==> src/rtl/wdog_pkg.sv <==
package wdog_pkg;
  localparam int DATA_W    = 32;
  localparam int ADDR_W    = 5;
  localparam int PERIOD_W  = 12;
  localparam int PERIOD_LO = DATA_W - PERIOD_W;

  typedef logic [ADDR_W-1:0] reg_addr_t;

  localparam reg_addr_t OFF_CTRL    = 5'h00;
  localparam reg_addr_t OFF_PERIOD  = 5'h04;
  localparam reg_addr_t OFF_ELAPSED = 5'h08;
  localparam reg_addr_t OFF_SERVICE = 5'h0C;
  localparam reg_addr_t OFF_PMODE   = 5'h10;
  localparam reg_addr_t OFF_PTRIG   = 5'h14;
endpackage

==> src/rtl/wdog_stage.sv <==
// Staging slot modelling the crossing into the counting domain.
module wdog_stage
  import wdog_pkg::*;
#(
  parameter int SYNC_TICKS = 3
) (
  input  logic              clk_i,
  input  logic              rst_ni,
  input  logic              tick_i,
  input  logic              wr_i,
  input  reg_addr_t         addr_i,
  input  logic [DATA_W-1:0] data_i,
  output logic              apply_o,
  output reg_addr_t         apply_addr_o,
  output logic [DATA_W-1:0] apply_data_o
);
  localparam int SC_W = (SYNC_TICKS > 1) ? $clog2(SYNC_TICKS) : 1;

  logic            pend_q;
  logic [SC_W-1:0] cnt_q;

  always_ff @(posedge clk_i or negedge rst_ni) begin
    if (!rst_ni) begin
      pend_q       <= 1'b0;
      cnt_q        <= '0;
      apply_o      <= 1'b0;
      apply_addr_o <= '0;
      apply_data_o <= '0;
    end else begin
      apply_o <= 1'b0;
      if (wr_i) begin
        pend_q       <= 1'b1;
        cnt_q        <= '0;
        apply_addr_o <= addr_i;
        apply_data_o <= data_i;
      end else if (pend_q && tick_i) begin
        if (cnt_q == SC_W'(SYNC_TICKS - 1)) begin
          apply_o <= 1'b1;
          pend_q  <= 1'b0;
        end else begin
          cnt_q <= cnt_q + SC_W'(1);
        end
      end
    end
  end

  assert_apply_from_pending_R9: assert property (@(posedge clk_i) disable iff (!rst_ni)
    $rose(apply_o) |-> $past(pend_q));
endmodule

==> src/rtl/wdog_counter.sv <==
module wdog_counter
  import wdog_pkg::*;
#(
  parameter int PRESCALE_W = 20,
  localparam int CNT_W = PERIOD_W + PRESCALE_W
) (
  input  logic                clk_i,
  input  logic                rst_ni,
  input  logic                tick_i,
  input  logic                en_i,
  input  logic [PERIOD_W-1:0] period_i,
  input  logic                clear_i,
  input  logic                zero_i,
  input  logic                force_i,
  output logic [CNT_W-1:0]    cnt_o,
  output logic                irq_o,
  output logic                rst_req_o
);
  logic [CNT_W:0]   span;
  logic [CNT_W-1:0] last;
  logic             wrap;

  assign span  = ((CNT_W+1)'(period_i) + (CNT_W+1)'(1)) << PRESCALE_W;
  assign last  = CNT_W'(span - (CNT_W+1)'(1));
  assign wrap  = en_i && tick_i && (cnt_o == last);

  always_ff @(posedge clk_i or negedge rst_ni) begin
    if (!rst_ni) begin
      cnt_o     <= '0;
      irq_o     <= 1'b0;
      rst_req_o <= 1'b0;
    end else begin
      if (clear_i || zero_i)   cnt_o <= '0;
      else if (en_i && tick_i) cnt_o <= wrap ? '0 : cnt_o + CNT_W'(1);

      if (clear_i)   irq_o <= 1'b0;
      else if (wrap) irq_o <= 1'b1;

      // second unserviced wrap, or forced parity error
      if (force_i || (wrap && irq_o && !clear_i)) rst_req_o <= 1'b1;
    end
  end

  assert_rst_sticky_R11: assert property (@(posedge clk_i) disable iff (!rst_ni)
    rst_req_o |=> rst_req_o);
  assert_service_clears_R6: assert property (@(posedge clk_i) disable iff (!rst_ni)
    clear_i |=> (!irq_o && cnt_o == '0));
  assert_cnt_holds_R10: assert property (@(posedge clk_i) disable iff (!rst_ni)
    (!tick_i && !clear_i && !zero_i) |=> $stable(cnt_o));
  assert_rst_cause_R5: assert property (@(posedge clk_i) disable iff (!rst_ni)
    $rose(rst_req_o) |-> ($past(force_i) || $past(irq_o)));
  assert_irq_on_tick_R4: assert property (@(posedge clk_i) disable iff (!rst_ni)
    $rose(irq_o) |-> $past(en_i && tick_i));
endmodule

==> src/rtl/wdog_dual_expiry.sv <==
module wdog_dual_expiry
  import wdog_pkg::*;
#(
  parameter int PRESCALE_W = 20,
  parameter int SYNC_TICKS = 3
) (
  input  logic              clk_i,
  input  logic              rst_ni,
  input  logic              tick_i,
  input  logic              req_i,
  input  logic              we_i,
  input  logic [ADDR_W-1:0] addr_i,
  input  logic [DATA_W-1:0] wdata_i,
  output logic [DATA_W-1:0] rdata_o,
  output logic              irq_o,
  output logic              rst_req_o
);
  localparam int CNT_W = PERIOD_W + PRESCALE_W;

  logic                wr_any, wr_sync, service;
  logic                apply;
  reg_addr_t           apply_addr;
  logic [DATA_W-1:0]   apply_data;
  logic                en_q, pmode_q;
  logic [PERIOD_W-1:0] period_q;
  logic                zero_cnt, force_rst;
  logic [CNT_W-1:0]    cnt;
  logic                unused_bits;

  assign wr_any  = req_i && we_i;
  assign wr_sync = wr_any && (addr_i != OFF_SERVICE);
  assign service = wr_any && (addr_i == OFF_SERVICE) && wdata_i[0];

  wdog_stage #(.SYNC_TICKS(SYNC_TICKS)) u_stage (
    .clk_i, .rst_ni, .tick_i,
    .wr_i(wr_sync), .addr_i, .data_i(wdata_i),
    .apply_o(apply), .apply_addr_o(apply_addr), .apply_data_o(apply_data)
  );

  always_ff @(posedge clk_i or negedge rst_ni) begin
    if (!rst_ni) begin
      en_q     <= 1'b0;
      period_q <= '0;
      pmode_q  <= 1'b0;
    end else if (apply) begin
      unique case (apply_addr)
        OFF_CTRL:   if (apply_data[0]) en_q <= 1'b1;
        OFF_PERIOD: if (!en_q) period_q <= apply_data[DATA_W-1:PERIOD_LO];
        OFF_PMODE:  pmode_q <= apply_data[0];
        default: ;
      endcase
    end
  end

  assign zero_cnt    = apply && (apply_addr == OFF_ELAPSED);
  assign force_rst   = apply && (apply_addr == OFF_PTRIG) && apply_data[0] && !pmode_q;
  assign unused_bits = ^apply_data[PERIOD_LO-1:1];

  wdog_counter #(.PRESCALE_W(PRESCALE_W)) u_cnt (
    .clk_i, .rst_ni, .tick_i,
    .en_i(en_q), .period_i(period_q),
    .clear_i(service), .zero_i(zero_cnt), .force_i(force_rst),
    .cnt_o(cnt), .irq_o, .rst_req_o
  );

  always_comb begin
    rdata_o = '0;
    if (req_i && !we_i) begin
      unique case (addr_i)
        OFF_CTRL:    rdata_o[0] = en_q;
        OFF_PERIOD:  rdata_o[DATA_W-1:PERIOD_LO] = period_q;
        OFF_ELAPSED: rdata_o = DATA_W'(cnt);
        OFF_SERVICE: rdata_o[0] = irq_o;
        OFF_PMODE:   rdata_o[0] = pmode_q;
        default:     rdata_o = '0;
      endcase
    end
  end

  assert_en_sticky_R2: assert property (@(posedge clk_i) disable iff (!rst_ni)
    en_q |=> en_q);
  assert_period_locked_R7: assert property (@(posedge clk_i) disable iff (!rst_ni)
    en_q |=> $stable(period_q));
  assert_reg_change_needs_apply_R9: assert property (@(posedge clk_i) disable iff (!rst_ni)
    !apply |=> ($stable(en_q) && $stable(period_q) && $stable(pmode_q)));
endmodule

==> config.mk <==
export PLATFORM = sky130hd
export DESIGN_NAME = wdog_dual_expiry
export DESIGN_NICKNAME = d
export VERILOG_FILES = /design/src/rtl/wdog_pkg.sv /design/src/rtl/wdog_stage.sv /design/src/rtl/wdog_counter.sv /design/src/rtl/wdog_dual_expiry.sv
export SDC_FILE = /design/constraint.sdc
export NUM_CORES = 1
export LEC_CHECK = 0
export BUFFER_PORTS_ARGS = -buffer_cell sky130_fd_sc_hd__buf_2
export CAP_MARGIN = 20
export CORE_ASPECT_RATIO = 1.4
export CORE_MARGIN = 2
export CORE_UTILIZATION = 42
export CTS_BUF_LIST = sky130_fd_sc_hd__clkbuf_8 sky130_fd_sc_hd__clkbuf_16
export CTS_CLUSTER_DIAMETER = 60
export DETAILED_ROUTE_END_ITERATION = 10
export GPL_TIMING_DRIVEN = 1
export PLACE_DENSITY = 0.74
export SLEW_MARGIN = 20
export SYNTH_ARGS = -nofsm -noshare
export SYNTH_HDL_FRONTEND = slang
export SYNTH_SLANG_ARGS = --single-unit
==> constraint.sdc <==
create_clock -name clk_i -period 3.6 [get_ports clk_i]
set_input_delay 0.36 -clock clk_i [delete_from_list [all_inputs] [get_ports clk_i]]
set_output_delay 0.36 -clock clk_i [all_outputs]
set_load 0.02 [all_outputs]
==> summary.txt <==
GRT
  • Vias in the first global route: 3,565
  • Gr usage total: 18.9%
  • Initial antenna violation count: 0
  • Largest net degree at the start of global routing: 47
  • GRT Residual Overflow: 0
  • First-pass GRT wire length: 17,300 µm

CTS
  • Max clock buf depth: 2
  • CTS tree: built
  • Setup bufs post-CTS: 0
  • # H-tree levels: 3
  • Clk pin slew, worst setup/hold paths: 50 ps
  • Resized cells post-CTS: 0
  • Hold_buf cts: 0
  • CTS Buf Count: 9
  • Later-pin clock latency in the skew report: 330 ps
  • Clock root cell: clkbuf_16
  • CTS sink count: 70

STA
  • TNS Setup: 0 ps
  • Highest clock rate: 298 MHz
  • Final Hold Violating Endpoints: 0
  • Slew Viols, Final: 0
  • Least-Margin Pin Slew: 1050 ps
  • RSZ-0062 raised after global routing: no
  • Worst relative slew slack: 29.7%
  • Fin worst setup slack: 242 ps
  • Worst hold slack: 28.6 ps
  • Tmin final: 3360 ps
  • Fin crit share: 93.3%
  • Final setup violation count: 0
  • Clock skew: 4.36 ps

Final layout
  • Nets: 574
  • Share of post-route cells with drive strength above 1: 22.7%
  • Commonest non-fill, non-tap cells in the layout: 70 x dfrtp_1, 55 x buf_2, 52 x nand2_1
  • Finished Layout Cells: 668
  • Area of the multi-input gates: 2440 µm²
  • Antenna diode count: 0
  • Commonest non-fill, non-tap cell in the layout: dfrtp_1
  • FILL cells: 973
  • Area growth, synth to finish: 15.1%
  • Reg area: 1750 µm²

Placement
  • Placer Congestion: 0.872
  • Placement Setup Slack: 294 ps
  • Post-DP HPWL: 7390 µm
  • Placed cells: 653
  • I/O Buffers: 56

Floorplan
  • Chip height: 124 µm
  • Core Region: 10,000 µm²
  • Initial Util: 43.4%
  • Die Wd: 90.0 µm
  • Io pins: 76
  • Row count: 43
  • Area of the die: 11,200 µm²

Logic synthesis
  • Combinational family with the most area after synthesis: simple AND/OR/NAND/NOR gates
  • Syn_nets: 529
  • Primary FF master, synth: dfrtp_1
  • Asr flop ratio synth: 100%
  • Synth warn: 0
  • XOR/XNOR share of the synthesized area: 7.66%
  • Compound-cell area share of the yosys netlist: 12.2%
  • Sequential-to-total area share from yosys stat: 40.3%
  • Netlist cell types: 56
  • Mapped cell area: 4340 µm²
  • Simple-gate area share of the yosys netlist: 27.6%
  • Synth Area in Adders: 0.864%
  • Synthesis-stage register bit count: 70
  • Mapped Cells: 484
  • Mean Syn Cell Area: 8.98 µm²
  • EDFF count, synth: 0
  • Mux cell area share after synthesis: 7.72%

Detailed routing
  • Drt pass-1 iters: 5
  • WL per Instance: 15.3 µm
  • DR iter-0 viols: 303
  • Post-Route WL: 10,200 µm
  • Routed vias: 3,768
  • Vias/cell: 5.64
  • Antenna viol nets, final: 0
  • DR DRC count: 0

Status
  • Status: complete, no violations

Power
  • Leakage: 2.29 nW
  • Worst VDD drop: 0.243 mV
  • Cell Pwr Density: 413 nW/µm²

Setup path
  • Kind of start point of the critical path: flip-flop
  • Kind of end point of the critical path: flip-flop
  • CP Class: reg -> reg
  • CP Max Fanout: 12
  • Worst EP required: 3810 ps
  • Arrival time worst endpoint: 3570 ps

Worst hold path
  • HP Class: in -> async

Job
  • Max cap viols: 0
[routing by layer]
| layer | GRT usage (%) | wire [µm] | up-vias |
|---|---|---|---|
| met3 | 2.78 | 394 | 24 |
| met4 | 10.9 | 369 | 0 |
| li1 | - | - | 1823 |
| met5 | 0 | 0 | - |
| met2 | 31.9 | 5280 | 107 |
| met1 | 23.1 | 4200 | 1814 |
[sequential cells by signal (all words and copies together), names as in the netlist, 2 cells and up]
register and flops:
period_q 12, u_stage.cnt_q 2, u_stage.apply_data_o 13, u_stage.apply_addr_o 5
u_cnt.cnt_o 32
[path summary, 6_finish.rpt]
check / from / end / slack (ps) / cells after the start
setup / recovery: u_cnt.cnt_o[0] / u_cnt.cnt_o[5] / 240 / 10
hold / removal: rst_ni / u_cnt.cnt_o[3] / 30 / 1
setup reg to reg: u_cnt.cnt_o[0] / u_cnt.cnt_o[5] / 240 / 10
hold reg to reg: u_stage.apply_data_o[27] / period_q[7] / 480 / 2
max in group asynchronous: rst_ni / u_stage.apply_data_o[21] / 2830 / 2
min in group clk_i: wdata_i[22] / u_stage.apply_data_o[22] / 260 / 2
[power by group]
| part | switching, mW | total [mW] | internal (mW) | leakage (nW) |
|---|---|---|---|---|
| combinational | 0.166 | 0.329 | 0.163 | 1.22 |
| clock | 0.306 | 0.796 | 0.490 | 0.145 |
| sequential | 0.0796 | 0.942 | 0.862 | 0.919 |
[cell type report]
cell class              count  share of cell area [%]
clock buffers              11                    5.05
clock inverters             4                   0.325
inverters                   7                   0.525
multi-input cells         376                    48.7
well taps                 135                    3.38
repair buffers             65                    7.00
flip-flops and latches     70                    35.0
[through the flow]
| stage | cell area [µm²] | total power, mW | util, % |
|---|---|---|---|
| detailed placement | 4730 | 1.28 | 47.3 |
| global placement | 4730 | 1.26 | 47.3 |
| global route | 5000 | 2.17 | 50.0 |
| finish | 5000 | 2.07 | 50.0 |
| floorplan | 4340 | 1.19 | - |
| CTS | 5000 | 2.08 | 50.0 |
[kinds of logic after synthesis]
family / count (synthesis)
simple gates: 233
buf+inv: 38
fa+ha+maj: 3
compound gates: 72
mux: 30
xor+xnor: 38
flops: 70
[synthesized netlist by cell type, types with 2 or more instances]
cell type,number,area (µm²)
dfrtp_1,70,1750
nand2_1,52,195
nor2_1,51,191
mux2_2,28,315
nand3_1,27,135
and2_1,23,144
xnor2_1,23,201
clkbuf_1,20,75.1
nor3_1,17,85.1
xor2_1,15,131
a22oi_1,13,97.6
and3_1,13,81.3
nor4_1,13,81.3
o21ai_0,12,60.1
nand4_1,11,68.8
a21oi_1,8,40.0
buf_2,8,40.0
inv_1,7,26.3
a31oi_1,5,31.3
a31o_2,4,35.0
o21ai_1,4,20.0
a211o_1,3,26.3
a41oi_2,3,48.8
ha_1,3,37.5
nand3b_1,3,22.5
nor3b_1,3,22.5
or4_1,3,22.5
a2111oi_0,2,17.5
a211oi_1,2,15.0
a311oi_1,2,17.5
and4_1,2,17.5
buf_1,2,7.51
mux2i_1,2,20.0
nor2b_1,2,12.5
o211ai_1,2,15.0
o21a_1,2,15.0
o22a_1,2,17.5
o31ai_1,2,15.0
or2_2,2,12.5
or3_1,2,12.5
[worst max-delay path, stage by stage (launching register included)]
cell,delay [ps]
dfrtp_1,410
ha_1,210
nand3_2,100
or3_4,440
or4_4,560
or4_1,460
nor4_2,210
nand4_2,280
buf_4,280
a41oi_1,210
nand2_1,70
No activity file was read; power rests on OpenSTA's default activity.
